<file path="config.mk">
export PLATFORM = sky130hd
export DESIGN_NAME = nr_divider
export DESIGN_NICKNAME = d
export VERILOG_FILES = /design/src/rtl/nrdiv_pkg.sv /design/src/rtl/nrdiv_addsub.sv /design/src/rtl/nrdiv_ctrl.sv /design/src/rtl/nrdiv_datapath.sv /design/src/rtl/nr_divider.sv
export SDC_FILE = /design/constraint.sdc
export NUM_CORES = 1
export LEC_CHECK = 0
export BUFFER_PORTS_ARGS = -buffer_cell sky130_fd_sc_hd__buf_2
export CAP_MARGIN = 0
export CORE_UTILIZATION = 52
export CTS_BUF_LIST = sky130_fd_sc_hd__clkbuf_8 sky130_fd_sc_hd__clkbuf_16
export DETAILED_ROUTE_END_ITERATION = 8
export GPL_TIMING_DRIVEN = 1
export PLACE_DENSITY = 0.74
export SETUP_SLACK_MARGIN = 0.1
export SYNTH_ARGS = -nofsm -noshare
export SYNTH_HDL_FRONTEND = slang
export SYNTH_SLANG_ARGS = --single-unit
</file>
<file path="constraint.sdc">
create_clock -name clk -period 14.15 [get_ports clk]
set_input_delay 1.415 -clock clk [delete_from_list [all_inputs] [get_ports clk]]
set_output_delay 1.415 -clock clk [all_outputs]
set_load 0.1 [all_outputs]
</file>
<file path="src/rtl/nrdiv_pkg.sv">
package nrdiv_pkg;

    // Controller states of the sequential divider.
    typedef enum logic [1:0] {
        ST_IDLE = 2'd0,
        ST_ITER = 2'd1,
        ST_FIX  = 2'd2,
        ST_FIN  = 2'd3
    } nrdiv_state_e;

endpackage

</file>
<file path="src/rtl/nrdiv_addsub.sv">
// Ripple add/subtract cell array: y = a + b, or y = a - b (two's complement).
module nrdiv_addsub #(
    parameter int AW = 33
) (
    input  logic [AW-1:0] a,
    input  logic [AW-1:0] b,
    input  logic          sub,
    output logic [AW-1:0] y
);

    logic [AW-1:0] carry;
    logic [AW-1:0] b_eff;

    assign carry[0] = sub;

    for (genvar i = 0; i < AW; i++) begin : g_cell
        assign b_eff[i] = b[i] ^ sub;
        assign y[i]     = a[i] ^ b_eff[i] ^ carry[i];
        if (i < AW - 1) begin : g_carry
            assign carry[i+1] = (a[i] & b_eff[i]) | (carry[i] & (a[i] ^ b_eff[i]));
        end
    end

endmodule

</file>
<file path="src/rtl/nrdiv_ctrl.sv">
// Sequencer for the divider: accepts start, counts W iterations,
// runs one correction cycle and raises done for one cycle.
module nrdiv_ctrl
    import nrdiv_pkg::*;
#(
    parameter int W = 32
) (
    input  logic clk,
    input  logic rst_n,
    input  logic start,
    input  logic divisor_zero,
    output logic load,
    output logic zero_en,
    output logic iter_en,
    output logic fix_en,
    output logic busy,
    output logic done
);

    localparam int CW = (W > 2) ? $clog2(W) : 1;
    localparam logic [CW-1:0] LAST = CW'(W - 1);

    nrdiv_state_e state_q, state_d;
    logic [CW-1:0] iter_cnt;
    logic          last_iter;

    assign last_iter = (iter_cnt == LAST);

    // State register.
    always_ff @(posedge clk or negedge rst_n) begin
        if (!rst_n) begin
            state_q <= ST_IDLE;
        end else begin
            state_q <= state_d;
        end
    end

    // Next-state logic.
    always_comb begin
        state_d = state_q;
        unique case (state_q)
            ST_IDLE: begin
                if (start) begin
                    state_d = divisor_zero ? ST_FIN : ST_ITER;
                end
            end
            ST_ITER: begin
                if (last_iter) begin
                    state_d = ST_FIX;
                end
            end
            ST_FIX:  state_d = ST_FIN;
            ST_FIN:  state_d = ST_IDLE;
            default: state_d = ST_IDLE;
        endcase
    end

    // Output decode.
    always_comb begin
        load    = 1'b0;
        zero_en = 1'b0;
        iter_en = 1'b0;
        fix_en  = 1'b0;
        busy    = 1'b1;
        done    = 1'b0;
        unique case (state_q)
            ST_IDLE: begin
                busy    = 1'b0;
                load    = start & ~divisor_zero;
                zero_en = start & divisor_zero;
            end
            ST_ITER: iter_en = 1'b1;
            ST_FIX:  fix_en  = 1'b1;
            ST_FIN:  done    = 1'b1;
            default: busy    = 1'b0;
        endcase
    end

    // Iteration counter.
    always_ff @(posedge clk or negedge rst_n) begin
        if (!rst_n) begin
            iter_cnt <= '0;
        end else if (load) begin
            iter_cnt <= '0;
        end else if (iter_en) begin
            iter_cnt <= iter_cnt + 1'b1;
        end
    end

endmodule

</file>
<file path="src/rtl/nrdiv_datapath.sv">
// Partial remainder (W+1 bits, signed), shifting dividend/quotient
// register, captured divisor and the held result registers.
module nrdiv_datapath #(
    parameter int W = 32
) (
    input  logic         clk,
    input  logic         rst_n,
    input  logic         load,
    input  logic         zero_en,
    input  logic         iter_en,
    input  logic         fix_en,
    input  logic [W-1:0] dividend,
    input  logic [W-1:0] divisor,
    output logic [W-1:0] quotient,
    output logic [W-1:0] remainder,
    output logic         div_by_zero
);

    localparam int AW = W + 1;

    logic [W:0]    prem;
    logic [W-1:0]  qbits;
    logic [W-1:0]  dvs;
    logic [AW-1:0] alu_a;
    logic [AW-1:0] alu_b;
    logic [AW-1:0] alu_y;
    logic          alu_sub;
    logic          prem_neg;

    assign prem_neg = prem[W];
    assign alu_b    = {1'b0, dvs};

    // Operand select: the iteration shifts the next dividend bit in
    // and adds or subtracts; the correction adds the divisor back.
    always_comb begin
        if (fix_en) begin
            alu_a   = prem;
            alu_sub = 1'b0;
        end else begin
            alu_a   = {prem[W-1:0], qbits[W-1]};
            alu_sub = ~prem_neg;
        end
    end

    nrdiv_addsub #(.AW(AW)) u_alu (
        .a   (alu_a),
        .b   (alu_b),
        .sub (alu_sub),
        .y   (alu_y)
    );

    // Working registers.
    always_ff @(posedge clk or negedge rst_n) begin
        if (!rst_n) begin
            prem  <= '0;
            qbits <= '0;
            dvs   <= '0;
        end else if (load) begin
            prem  <= '0;
            qbits <= dividend;
            dvs   <= divisor;
        end else if (iter_en) begin
            prem  <= alu_y;
            qbits <= {qbits[W-2:0], ~alu_y[W]};
        end
    end

    // Result registers, written only when an operation completes.
    always_ff @(posedge clk or negedge rst_n) begin
        if (!rst_n) begin
            quotient    <= '0;
            remainder   <= '0;
            div_by_zero <= 1'b0;
        end else if (zero_en) begin
            quotient    <= '1;
            remainder   <= dividend;
            div_by_zero <= 1'b1;
        end else if (fix_en) begin
            quotient    <= qbits;
            remainder   <= prem_neg ? alu_y[W-1:0] : prem[W-1:0];
            div_by_zero <= 1'b0;
        end
    end

endmodule

</file>
<file path="src/rtl/nr_divider.sv">
// Top level of the sequential non-restoring unsigned divider.
module nr_divider #(
    parameter int W = 32
) (
    input  logic         clk,
    input  logic         rst_n,
    input  logic         start,
    input  logic [W-1:0] dividend,
    input  logic [W-1:0] divisor,
    output logic         busy,
    output logic         done,
    output logic [W-1:0] quotient,
    output logic [W-1:0] remainder,
    output logic         div_by_zero
);

    logic divisor_zero;
    logic load;
    logic zero_en;
    logic iter_en;
    logic fix_en;

    assign divisor_zero = (divisor == '0);

    nrdiv_ctrl #(.W(W)) u_ctrl (
        .clk          (clk),
        .rst_n        (rst_n),
        .start        (start),
        .divisor_zero (divisor_zero),
        .load         (load),
        .zero_en      (zero_en),
        .iter_en      (iter_en),
        .fix_en       (fix_en),
        .busy         (busy),
        .done         (done)
    );

    nrdiv_datapath #(.W(W)) u_dp (
        .clk         (clk),
        .rst_n       (rst_n),
        .load        (load),
        .zero_en     (zero_en),
        .iter_en     (iter_en),
        .fix_en      (fix_en),
        .dividend    (dividend),
        .divisor     (divisor),
        .quotient    (quotient),
        .remainder   (remainder),
        .div_by_zero (div_by_zero)
    );

endmodule

</file>
**Word-level counts from Yosys, hierarchy flattened**

Index checks and enable logic that the tools add are counted.
W data, S select, Z words.

- Bits in registers: 169
- Bits of input ports: 67
- Output and inout port bits: 67

- Add/sub/neg operators: 1
- Equality and inequality tests: 6
- Multiplexer cells: 25
- Bitwise logic cells: 199
- Reduce and logical (&&, ||, !) cells: 5

Operator list:

| operator | count |
|---|---|
| $mux W32 | 7 |
| $mux W33 | 3 |
| $xor A1 B1 Y1 | 98 |
| $and A1 B1 Y1 | 66 |
| $logic_not A32 Y1 | 1 |
| $or A1 B1 Y1 | 32 |
| $mux W5 | 2 |
| $mux W1 | 9 |
| $pmux W2 S4 | 1 |
| $mux W2 | 3 |
| $add A5 B1 Y5 const B | 1 |
| $eq A5 B5 Y1 const B | 1 |
| $eq A2 B2 Y1 const B | 2 |
| $reduce_bool A2 Y1 | 2 |
| $not A1 Y1 | 3 |
| $eq A2 B1 Y1 const B | 1 |
| $logic_not A2 Y1 | 1 |
| $ne A2 B1 Y1 const B | 1 |
| $ne A2 B2 Y1 const B | 1 |
| $reduce_and A2 Y1 | 1 |

**Depth between registers and ports, before layout**

- Depth after elaboration: 73
- Mapped depth: 42

**By module**

From an unflattened synthesis, not the netlist that was laid out.

- Cells, all modules: 823
- Area total of the unflattened synthesis: 9475.3 µm²

Modules (own cells, without submodules):

| module | instances | cells an instance | area an instance (µm²) | seq. area each (µm²) |
|---|---|---|---|---|
| nrdiv_datapath | 1 | 638 | 7722.4 | 4053.9 |
| nrdiv_addsub | 1 | 133 | 1233.7 | 0.0 |
| nrdiv_ctrl | 1 | 41 | 446.7 | 175.2 |
| nr_divider | 1 | 11 | 72.6 | 0.0 |

**Worst setup path after synthesis**

Ideal clock, no wire load.

- Path type: register -> register
- Start point: reg u_ctrl.state_q[0]
- End point: reg u_dp.qbits[0]
- Library setup time: 64 ps
- Arrival: 14271 ps
- Slack: -186 ps
- Stages on the path, launching flop included: 42
- Cells stage by stage: dfrtp_1 > inv_1 > ha_1 > buf_2 > buf_2 > buf_1 > mux2_2 > fa_1 > fa_1 > fa_1 > fa_1 > fa_1 > fa_1 > fa_1 > fa_1 > fa_1 > fa_1 > fa_1 > [... 6 more ...] > fa_1 > fa_1 > fa_1 > fa_1 > fa_1 > fa_1 > fa_1 > fa_1 > fa_1 > fa_1 > fa_1 > fa_1 > fa_1 > fa_1 > o21a_1 > or3_1 > a31oi_1 > mux2_2

- Cells in the longest elaborated chain, start to end: 73
- Elaborated cells between the ends (all ways): 174

RTL lines:

| what | line | text |
|---|---|---|
| from (decl) | nrdiv_ctrl.sv:23 | `nrdiv_state_e state_q, state_d;` |
| from (signal assigned) | nrdiv_ctrl.sv:34 | `state_q <= state_d;` |
| $eq A2 B2 Y1 | nrdiv_ctrl.sv:66 | `unique case (state_q)` |
| $mux W1 | nrdiv_ctrl.sv:66 |  |
| $mux W1 | nrdiv_datapath.sv:36 | `if (fix_en) begin` |
| $xor A1 B1 Y1 | nrdiv_addsub.sv:17 | `assign b_eff[i] = b[i] ^ sub;` |
| $xor A1 B1 Y1 | nrdiv_addsub.sv:20 | `assign carry[i+1] = (a[i] & b_eff[i]) \| (carry[i] & (a[i] ^ b_eff[i]));` |
| $and A1 B1 Y1 | nrdiv_addsub.sv:20 |  |
| $or A1 B1 Y1 | nrdiv_addsub.sv:20 |  |
| $and A1 B1 Y1 | nrdiv_addsub.sv:20 |  |
| [... 57 more ...] | -- |  |
| $and A1 B1 Y1 | nrdiv_addsub.sv:20 |  |
| $or A1 B1 Y1 | nrdiv_addsub.sv:20 |  |
| $and A1 B1 Y1 | nrdiv_addsub.sv:20 |  |
| $or A1 B1 Y1 | nrdiv_addsub.sv:20 |  |
| $xor A1 B1 Y1 | nrdiv_addsub.sv:18 | `assign y[i] = a[i] ^ b_eff[i] ^ carry[i];` |
| $not A1 Y1 | nrdiv_datapath.sv:64 | `qbits <= {qbits[W-2:0], ~alu_y[W]};` |
| $mux W32 | nrdiv_datapath.sv:62 | `end else if (iter_en) begin` |
| $mux W32 | nrdiv_datapath.sv:58 | `end else if (load) begin` |
| to (signal assigned) | nrdiv_datapath.sv:60 | `qbits <= dividend;` |
| to (signal assigned) | nrdiv_datapath.sv:64 |  |
| to (decl) | nrdiv_datapath.sv:22 | `logic [W-1:0] qbits;` |

Several ways; a longest one is shown, not always the timed one. The select of a mux whose other input is x is not followed.
A chain may end at the register's enable or synchronous reset.

**Worst setup path in the final report**

- Start point: reg u_ctrl.state_q[1]
- End point: reg u_dp.qbits[0]

The elaborated chain is that of the path after synthesis.

==> out/results.tsv <==
stage	metric	value	unit
sta	RSZ-0062 raised after global routing	no	
sta	Final WS setup	448	ps
cells_and_area	Final nets	952	
critical_path	critical path peak fanout	7	
detailed_routing	drt drc	0	
sta	Final setup viols	0	
critical_path	Req. time, crit path	14520	ps
critical_path	crit end category	register	
die	starting density of the core	53.1	%
sta	fmax	0.0730	GHz
clocking	CTS sink cnt	169	
die	Placeable Area	0.0172	sq mm
yosys	Ys Warns	0	
yosys	Adder-Cell Fraction of Synth Area	7.77	%
yosys	Post-Synth Simple-Gate Area	5.85	%
sta	max-slew violation count	0	
cells_and_area	n_diodes	0	
global_routing	Total Routing Usage GR	22.3	%
detailed_routing	total wire length	19.2	mm
detailed_routing	DR vias	5796	
clocking	CTS tree	done	
cells_and_area	P&R area growth vs syn	16.5	%
yosys	most frequent cell after synthesis	dfrtp_1	
sta	Tcrit/Tclk final	96.8	%
critical_path	max incr delay on CP	410	ps
yosys	largest family of logic cells by synthesized area	multiplexers	
cells_and_area	filler cell count	1378	
detailed_routing	DRT Pass-1 Iters	4	
clocking	number of H-tree levels	4	
clocking	root buf cell	clkbuf_16	
yosys	distinct cell type count after synthesis	35	
global_routing	vias in the first global route	5752	
cells_and_area	final core utilization	61.8	%
detailed_routing	DRT antenna net count	0	
global_routing	first-pass GRT wire length	30.9	mm
yosys	Post-Syn Area	0.00911	sq mm
yosys	Syn Nets	832	
die	Die ar.	0.0181	sq mm
yosys	biggest area consumer among synthesized cells	dfrtp_1	
yosys	Syn Area/Cell	12.5	sq um
critical_path	Worst Setup Start Kind	register	
clocking	worst skew pair latency	430	ps
placement	DP HPWL	13.1	mm
placement	GP Congestion	0.798	
yosys	commonest cells in the synthesized netlist	dfrtp_1 (169), mux2_2 (144), mux2i_1 (96), nor2_1 (73), xor2_1 (36)	
sta	Fin Setup TNS	0	ps
yosys	top cell type's share of synthesized area	46.4	%
yosys	Compound-Gate Fraction of Synth Area	2.90	%
sta	Slew @ Worst Pin	1010	ps
clocking	CTS clock-pin slew for the worst setup and hold paths	70	ps
yosys	Async SR Flop Fraction	100	%
placement	worst slack, placed	61.3	ps
critical_path	slowest CP cell	dfrtp_1	
placement	count of input and output buffers	133	
critical_path	CP Data Arrival Time	14070	ps
clocking	hold buffer count at cts	0	
die	Top Ports	134	
die	# rows	48	
clocking	clk buf depth	2	
critical_path	Worst path most repeated cell	fa_1	
detailed_routing	DR vias/cell	5.35	
yosys	ys flop type	dfrtp_1	
yosys	Syn Inst Count	727	
yosys	FF+latch count, synth	169	
critical_path	critical path type	register to register	
sta	Rel. slew slack	32.7	%
sta	clock skew	10.8	ps
hold_path	hold crit path type	register to register	
detailed_routing	Initial DRC Count	306	
run	Max-Cap Viols	0	
die	chip height	134	um
run_status	outcome	finished, final reports clean	
global_routing	global route overflow	0	
yosys	sequential area share after synthesis	46.4	%
yosys	post-synthesis mux area share	30.6	%
cells_and_area	layout cells sized above 1	41.1	%
yosys	XOR/XNOR Fraction of Synth Area	3.56	%
global_routing	initial antenna violation count	0	
die	Die W	134	um
sta	min cycle time layout	13700	ps
yosys	number of flops mapped to enable cells by yosys	0	
global_routing	largest net degree at the start of global routing	69	
yosys	cells taking the most area after synthesis	dfrtp_1 (46%), mux2_2 (18%), mux2i_1 (11%), fa_1 (6.8%), xor2_1 (3.5%)	
clocking	CTS Buf Count	17	
critical_path	worst reg2reg setup slack	450	ps
detailed_routing	WL/cell	17.7	um
sta	Fin. Hold Viols	0	
[state kept, by name, indices dropped and copies added, names as in the netlist]
signal            count
u_ctrl.iter_cnt       5
u_ctrl.state_q        2
u_dp.div_by_zero      1
u_dp.dvs             32
u_dp.prem            33
u_dp.qbits           32
u_dp.quotient        32
u_dp.remainder       32
[layer usage]
metal / global-route usage, % / up-vias / wire (um)
li1: - / 2774 / -
met1: 33.7 / 2883 / 9740
met2: 33.0 / 122 / 8510
met3: 3.40 / 17 / 678
met4: 7.12 / 0 / 231
met5: 0 / - / 0
[critical path, delay by kind of cell (launching register included)]
kind | cells | cell delay [ps]
AO/OA/AOI/OAI | 2 | 290
XOR/XNOR | 1 | 100
adder cells (fa/ha/maj) | 32 | 12060
buffers and inverters | 1 | 160
flip-flops | 1 | 410
multiplexers | 1 | 160
AND/OR/NAND/NOR | 2 | 480
[what timing repair did]
item / CTS / global route
setup endpoints to repair: 2 / 3
endpoints found under the hold margin: 0 / 0
buffers inserted: 1 / 0
pin swaps: 0 / 0
resized for setup: 3 / 8
[final cells by class]
type / instances / area, sq um / area share (%)
clock buffer: 19 / 453 / 4.26
sequential: 169 / 4230 / 39.8
tap: 225 / 282 / 2.65
clock inverter: 12 / 148 / 1.39
multi-input combinational: 505 / 4700 / 44.2
inverter: 5 / 18.8 / 0.177
timing repair buffer: 149 / 792 / 7.46
[path summary, 6_finish.rpt]
check                                               from                           end  cells after the start
max                        u_ctrl.state_q[1]$_DFFE_PN0P_     u_dp.qbits[0]$_DFFE_PN0P_                     39
min                         u_dp.quotient[4]$_DFFE_PN0P_  u_dp.quotient[4]$_DFFE_PN0P_                      2
max reg2reg                u_ctrl.state_q[1]$_DFFE_PN0P_     u_dp.qbits[0]$_DFFE_PN0P_                     39
min reg2reg                 u_dp.quotient[4]$_DFFE_PN0P_  u_dp.quotient[4]$_DFFE_PN0P_                      2
max in group asynchronous                          rst_n     u_dp.prem[32]$_DFFE_PN0P_                      3
min in group asynchronous                          rst_n  u_dp.quotient[6]$_DFFE_PN0P_                      1
[cells in the final DEF, fill, tap and decap left out, drive strengths merged]
cell type / count
a21o: 1
a21oi: 35
a221oi: 1
a2bb2oi: 1
a31oi: 2
and3: 1
and4: 2
buf: 149
bufinv: 3
clkbuf: 19
clkinv: 1
clkinvlp: 2
dfrtp: 169
fa: 31
ha: 7
inv: 11
mux2: 158
mux2i: 96
nand2: 35
nand2b: 1
nand3: 2
nand4: 2
nor2: 73
nor2b: 1
nor3: 1
nor4: 8
o21a: 1
o21ai: 8
or3: 1
xnor2: 1
xor2: 36
[metrics by stage]
stage / cell area [sq um] / cells / hold WS [ps]
6_report: 10600 / 1084 / 492
5_1_grt: 10600 / 1084 / 519
4_1_cts: 10600 / 1084 / 496
3_5_place_dp: 9990 / 1052 / 479
3_3_place_gp: 9990 / 1052 / 479
2_1_floorplan: 9130 / 727 / 480
[logic make-up after synthesis]
group	Yosys count
adders and majority gates	38
AOI/OAI and AO/OA	49
buffers and inverters	53
muxes	254
xor gates and xnor gates	37
DFF	169
and+or+nand+nor	127
Power is left out: the tool's default activity adds up to more than one toggle a clock period on the data nets, which glitch-free logic cannot reach.
